### config.mk
export PLATFORM = sky130hd
export DESIGN_NAME = vlen_ctrl
export DESIGN_NICKNAME = d
export VERILOG_FILES = /design/src/rtl/vlen_pkg.sv /design/src/rtl/vlen_setvl_calc.sv /design/src/rtl/vlen_csr_calc.sv /design/src/rtl/vlen_state.sv /design/src/rtl/vlen_ctrl.sv
export SDC_FILE = /design/constraint.sdc
export NUM_CORES = 1
export LEC_CHECK = 0
export ABC_AREA = 1
export BUFFER_PORTS_ARGS = -buffer_cell sky130_fd_sc_hd__buf_2
export CAP_MARGIN = 20
export CORE_MARGIN = 5
export CORE_UTILIZATION = 40
export CTS_CLUSTER_DIAMETER = 30
export DETAILED_ROUTE_END_ITERATION = 16
export GPL_ROUTABILITY_DRIVEN = 0
export PLACE_DENSITY_LB_ADDON = 0.3
export REMOVE_ABC_BUFFERS = 1
export SETUP_SLACK_MARGIN = 0.2
export SKIP_CTS_REPAIR_TIMING = 1
export SLEW_MARGIN = 0
export SYNTH_ARGS = -nofsm -noshare
export SYNTH_HDL_FRONTEND = slang
export SYNTH_HIERARCHICAL = 1
export SYNTH_SLANG_ARGS = --single-unit
### constraint.sdc
create_clock -name clk -period 3.65 [get_ports clk]
set_input_delay 0.73 -clock clk [delete_from_list [all_inputs] [get_ports clk]]
set_output_delay 0.73 -clock clk [all_outputs]
set_load 0.05 [all_outputs]
### src/rtl/vlen_pkg.sv
package vlen_pkg;

    localparam int unsigned HW_MAX_VL = 64;
    localparam int unsigned VL_W      = $clog2(HW_MAX_VL + 1);

    typedef enum logic [1:0] {
        SRC_NONE  = 2'd0,
        SRC_SETVL = 2'd1,
        SRC_CSR   = 2'd2
    } upd_src_e;

    typedef struct packed {
        upd_src_e          src;
        logic [VL_W-1:0]   value;
    } vl_upd_t;

    function automatic logic [VL_W-1:0] clamp_ceiling(input logic [VL_W-1:0] imm);
        if (imm > VL_W'(HW_MAX_VL))
            return VL_W'(HW_MAX_VL);
        return imm;
    endfunction

endpackage

### src/rtl/vlen_setvl_calc.sv
module vlen_setvl_calc
    import vlen_pkg::*;
#(
    parameter int unsigned DATA_W = 64
) (
    input  logic [DATA_W-1:0] count,
    input  logic [VL_W-1:0]   maxvl_imm,
    output logic [VL_W-1:0]   result
);
    logic [VL_W-1:0] ceiling;

    always_comb begin
        ceiling = clamp_ceiling(maxvl_imm);
        if (count > DATA_W'(ceiling))
            result = ceiling;
        else
            result = count[VL_W-1:0];
    end
endmodule

### src/rtl/vlen_csr_calc.sv
module vlen_csr_calc
    import vlen_pkg::*;
#(
    parameter int unsigned DATA_W = 64,
    parameter int unsigned UIMM_W = 5
) (
    input  logic              imm_sel,
    input  logic [DATA_W-1:0] data,
    input  logic [UIMM_W-1:0] uimm,
    output logic [VL_W-1:0]   value
);
    logic [DATA_W-1:0] raw;

    always_comb begin
        raw = imm_sel ? {{(DATA_W-UIMM_W){1'b0}}, uimm} : data;
        if (raw == '0)
            value = VL_W'(HW_MAX_VL);
        else if (raw > DATA_W'(HW_MAX_VL))
            value = VL_W'(HW_MAX_VL);
        else
            value = raw[VL_W-1:0];
    end
endmodule

### src/rtl/vlen_state.sv
module vlen_state
    import vlen_pkg::*;
#(
    parameter int unsigned XLEN = 64
) (
    input  logic            clk,
    input  logic            rst,
    input  vl_upd_t         upd,
    output logic [VL_W-1:0] vl_q,
    output logic            pred_q
);
    always_ff @(posedge clk) begin
        if (rst) begin
            vl_q   <= VL_W'(1);
            pred_q <= 1'b1;
        end else if (upd.src != SRC_NONE) begin
            vl_q   <= upd.value;
            pred_q <= ({{(32-VL_W){1'b0}}, upd.value} <= 32'(XLEN));
        end
    end
endmodule

### src/rtl/vlen_ctrl.sv
module vlen_ctrl
    import vlen_pkg::*;
#(
    parameter int unsigned XLEN   = 64,
    parameter int unsigned DATA_W = 64,
    parameter int unsigned UIMM_W = 5
) (
    input  logic              clk,
    input  logic              rst,
    input  logic              setvl_req,
    input  logic [DATA_W-1:0] setvl_count,
    input  logic [VL_W-1:0]   setvl_maxvl_imm,
    input  logic              csr_wr_en,
    input  logic              csr_wr_imm_sel,
    input  logic [DATA_W-1:0] csr_wr_data,
    input  logic [UIMM_W-1:0] csr_wr_uimm,
    output logic [VL_W-1:0]   vl,
    output logic              pred_allowed,
    output logic [VL_W-1:0]   setvl_result
);
    logic [VL_W-1:0] setvl_val;
    logic [VL_W-1:0] csr_val;
    vl_upd_t         upd;

    vlen_setvl_calc #(.DATA_W(DATA_W)) setvl_calc_i (
        .count     (setvl_count),
        .maxvl_imm (setvl_maxvl_imm),
        .result    (setvl_val)
    );

    vlen_csr_calc #(.DATA_W(DATA_W), .UIMM_W(UIMM_W)) csr_calc_i (
        .imm_sel (csr_wr_imm_sel),
        .data    (csr_wr_data),
        .uimm    (csr_wr_uimm),
        .value   (csr_val)
    );

    always_comb begin
        if (setvl_req) begin
            upd.src   = SRC_SETVL;
            upd.value = setvl_val;
        end else if (csr_wr_en) begin
            upd.src   = SRC_CSR;
            upd.value = csr_val;
        end else begin
            upd.src   = SRC_NONE;
            upd.value = '0;
        end
    end

    vlen_state #(.XLEN(XLEN)) state_i (
        .clk    (clk),
        .rst    (rst),
        .upd    (upd),
        .vl_q   (vl),
        .pred_q (pred_allowed)
    );

    assign setvl_result = setvl_val;
endmodule

* Yosys cells after proc, flatten, opt, wreduce, memory -nomap -nowiden
Index checks and enable logic that the tools add are counted.
** Storage, ports and cells
- Register bits after elaboration :: 8
- Input port bits :: 145
- Output and inout port bits :: 15
- Word-level logic and storage cells :: 17
** Operators by class
- Magnitude comparators :: 4
- Multiplexer cells :: 9
- Reduce and logical (&&, ||, !) cells :: 2
** Operator list (number)
- $gt A64 B7 Y1 :: 1
- $gt A64 B7 Y1 const B :: 1
- $logic_not A64 Y1 :: 1
- $mux W64 :: 1
- $mux W7 :: 5
- $mux W9 :: 2
- $gt A7 B7 Y1 const B :: 1
- $le A7 B7 Y1 const B :: 1
- $reduce_bool A2 Y1 :: 1
- $mux W1 :: 1

* Longest topological paths before layout
- Word-level depth :: 7
- Gate-level depth with buffers :: 24
- Mapped depth without buffers :: 24

* Hierarchy
The synthesis kept the hierarchy.
** Modules (own cells, without submodules)
- vlen_setvl_calc :: instances 1, cells an instance 139, area each 643.1 sq um, sequential area each 0.0 sq um
- vlen_csr_calc :: instances 1, cells an instance 139, area each 608.1 sq um, sequential area each 0.0 sq um
- vlen_state :: instances 1, cells an instance 41, area each 304.0 sq um, sequential area each 160.2 sq um
- vlen_ctrl :: instances 1, cells an instance 26, area each 125.1 sq um, sequential area each 0.0 sq um

* Least setup slack after synthesis
Ideal clock, no wire load.
- Path kind :: input -> output
- From :: input port setvl_maxvl_imm[4]
- To :: output port setvl_result[0]
- Data arrival time :: 2.400 ns
- Data required time :: 2.920 ns
- Path slack :: 0.520 ns
- Stages :: 15
- Buffers on the path :: 0
- Path through :: nor2_1 > nand4_1 > nand2_1 > inv_1 > nor2_1 > inv_1 > ha_1 > nand2_1 > inv_1 > nand3_1 > nor2_1 > nand2b_1 > nand2_2 > nand3_1 > nand2_1
** On the way
- Cells in the longest elaborated chain, start to end :: 5
** RTL lines
- start, declared :: RTL line vlen_ctrl.sv:12 : input logic [VL_W-1:0] setvl_maxvl_imm,
- $gt A7 B7 Y1 :: RTL line vlen_pkg.sv:18 : if (imm > VL_W'(HW_MAX_VL))
- $mux W1 :: RTL line vlen_pkg.sv:18
- $mux W7 * :: RTL line vlen_pkg.sv:20 : return imm;
- $gt A64 B7 Y1 :: RTL line vlen_setvl_calc.sv:14 : if (count > DATA_W'(ceiling))
- $mux W7 * :: RTL line vlen_setvl_calc.sv:14
- end, declared :: RTL line vlen_ctrl.sv:19 : output logic [VL_W-1:0] setvl_result
Mark *: on every way between the ends. The rest lies on a longest branch, timed or not.

* Final worst setup path
- From :: input port setvl_maxvl_imm[4]
- To :: output port setvl_result[1]
Same word-level chain as after synthesis.

==> results <==
- In the routed design, unresolved DRC markers number 0.
- Input and output buffers added on the ports amount to roughly 160.
- The largest net degree at the start of global routing is 31.
- The worst setup path is of the input port to primary output kind.
- In this run, the number of DRC markers left after iteration 0 of detailed routing was approximately 170.
- The smallest clock period supported by the final layout is computed as 3.331 ns.
- The share of the yosys chip area belonging to registers is 0.09531.
- The final net count is approximately 660.
- Setup repair after global routing left no endpoint under its margin.
- From bottom edge to top edge, the die measures approximately 75 um.
- The synthesized area per cell is between 4 and 5 um^2.
- Relative to the synthesized area, the layout overhead comes to 55.77%.
- Clock skew on the completed layout was measured at 0 ns.
- The setup slack of the most critical reg-to-reg path is just under 3 ns.
- The ratio of cells with drive above 1 in the final layout is 0.3792.
- The library cell used most frequently in the layout, excluding fill and tap cells, is buf_2.
- Synthesis handed over a netlist of roughly 350 instances.
- The worst flop-to-flop path startpoint is state_i/pred_q.
- The type of the worst min-delay path is flip-flop to flip-flop.
- The number of setup violations in the final report is 0.
- The initial utilization of the core area, before any placement, comes to 0.4171.
- The number of nets with antenna violations after routing is 0.
- The clock net sink count is 8.
- The clock insertion delay at the later pin of the skew report is around 0.22 ns.
- Detailed placement finished with a half-perimeter wire length of ~5300 um.
- After detailed placement, the total cell area comes to approximately 2500 um^2.
- The tree is rooted in a clkbuf_8.
- The post-synthesis instance area is approximately 1700 um^2.
- The launch instance of the worst min-delay path is state_i/vl_q[3].
- After detailed routing, the average wire length per cell comes to 10.93 um.
- The number of clock buffers added by TritonCTS is 3.
- The static power due to leakage is roughly 1.6 nW.
- The number of global-route vias before repair is about 2600.
- The slew of the pin with the lowest slew margin is 0.2494 ns.
- The worst-case headroom to the max-slew limit is 0.8337.
- Data on the critical path arrives at its endpoint at between 2 and 3 ns.
- Along the worst path, the maximum fanout reaches 8.
- The via count is ~2600.
- The fmax is 300.2 MHz.
- The total count of hold-check failures in the final report is 0.
- The core region is roughly 4000 um^2.
- The repair_antennas step left the layout with diodes totalling 0.
- The fraction of the cycle the final worst path needs is 0.9126.
- Summed over all layers, the routed wires come to approximately 6000 um.
- The number of H-tree branching levels is 1.
- After synthesis, the netlist uses 27 different library cells.
- The clock tree from TritonCTS is done.
- The total overflow left after global routing is 0.
- The number of cells in the finished layout apart from fillers is 551.
- The run finished with clean final reports.
- The initial antenna violation count is 0.
- The final total negative setup slack is 0 ns.
- Before antenna repair, the detailed router went through 4 iterations.
- The number of placed instances, taps included, is between 500 and 600.
- Synthesis inferred 8 register bits.
- The launch point of the critical path is setvl_maxvl_imm[4].
- The capturing element type of the critical path is a primary output.
- Once layout is done, the placed cells without fillers occupy 2618 um^2.
- The die boundary width is 74.82 um.
- The first-pass GRT wire length is between 9000 and 10000 um.
- Clock-pin slew was measured on the worst setup and hold paths at approximately 0.04 ns.
- The clock passes through at most 2 buffers.
- Pin placement for this block handled 160 I/O pins.
- The Yosys step of the flow raised 6 warnings.
- The global-route total usage across every layer is 0.2108.
- The detail-routed via count per cell is about 4.6.
- VDD sags by at most around 90 uV.
- STA classifies the critical path startpoint as an input port.
- The top cell types in the final layout, fill and taps aside, are buf_2, nor2_1, nand2_1.
- Across the run, the number of max-cap violations was 0.
- The number of pins exceeding their max-slew limit in the final report is 0.
- In this run the core area contains 23 standard-cell rows.
- Data on the critical path is required at its endpoint by 2.92 ns.
- The power per cell area is between 150 and 200 nW/um^2.
- The floorplan step defined a die boundary enclosing 5597 um^2.
-- through the flow --
step,utilization,hold WS (ns),setup slack (ns),power [mW]
floorplan,-,0.6994,0.5199,0.2264
global placement,0.6171,0.4580,0.3257,0.3370
detailed placement,0.6171,0.4629,0.1736,0.3410
CTS,0.6273,0.4799,0.1692,0.4476
global route,0.6497,0.4934,0.1743,0.4983
finish,0.6497,0.4752,0.3190,0.4560
-- critical path, stage by stage --
cell and delay, ns:
buf_2 0.12, nor2_2 0.10, nand4_1 0.10, nand2_2 0.11
inv_1 0.06, nor2_2 0.12, inv_2 0.06, ha_4 0.26
nand2_1 0.05, inv_1 0.07, nand2_1 0.06, nand2_1 0.07
nand2_1 0.07, nand2_2 0.08, nand2_4 0.09, nand2_4 0.11
nand2_1 0.05, nand2_1 0.11, buf_6 0.18
-- report_power, final --
| group | total (mW) | switching, mW | internal [mW] | leakage (nW) |
|---|---|---|---|---|
| Clock | 0.104 | 0.0331 | 0.0713 | 0.0216 |
| Combinational | 0.255 | 0.145 | 0.110 | 1.48 |
| Sequential | 0.0967 | 0.00278 | 0.0939 | 0.0661 |
-- cell type report --
class                   instances  area, um^2
inverters                      47       186.4
multi-input cells             284        1324
fillers                       416        1411
clock buffers                   3       41.29
repair buffers                159       843.3
well taps                      50       62.56
flip-flops and latches          8       160.2
-- Yosys cell counts (all sizes together) --
master	number	area [um^2]
ha	7	87.58
clkbuf	1	3.750
or2	3	18.77
dfxtp	8	160.2
nor3	1	10.01
o21ai	29	145.1
o21bai	1	7.510
nand4	8	50.05
nor2	106	412.9
nand3	20	100.1
inv	47	186.4
buf	5	48.79
nand2	103	411.6
nand2b	1	6.260
and2	2	12.51
a21oi	3	18.77
-- path summary, 6_finish.rpt --
kind / depth (start not counted) / to
worst max-delay path: 19 / setvl_result[1]
worst min-delay path: 2 / state_i/vl_q[3]
worst max register to register: 3 / state_i/pred_q
worst min register to register: 2 / state_i/vl_q[3]
-- state kept, by name, indices dropped and copies added, names as in the netlist --
name,count
state_i/vl_q,7
state_i/pred_q,1
-- per-layer routing --
| metal | GRT usage | vias to the layer above | wire length [um] |
|---|---|---|---|
| met5 | 0 | - | 0 |
| met4 | 0.05534 | 0 | 105 |
| met3 | 0.03338 | 10 | 567 |
| met2 | 0.4098 | 120 | 2995 |
| met1 | 0.2350 | 1049 | 2355 |
| li1 | - | 1375 | - |
-- cells by family (layout without fill, tap and decap cells) --
family                     count (synthesis)  count (layout)  synth area share
DFF                                        8               8           0.09531
and+or+nand+nor                          244             244            0.6083
buffers and inverters                     53             209            0.1422
AOI/OAI and AO/OA                         33              33            0.1020
adders and majority gates                  7               7           0.05212
(Power assumes the default switching activity.)
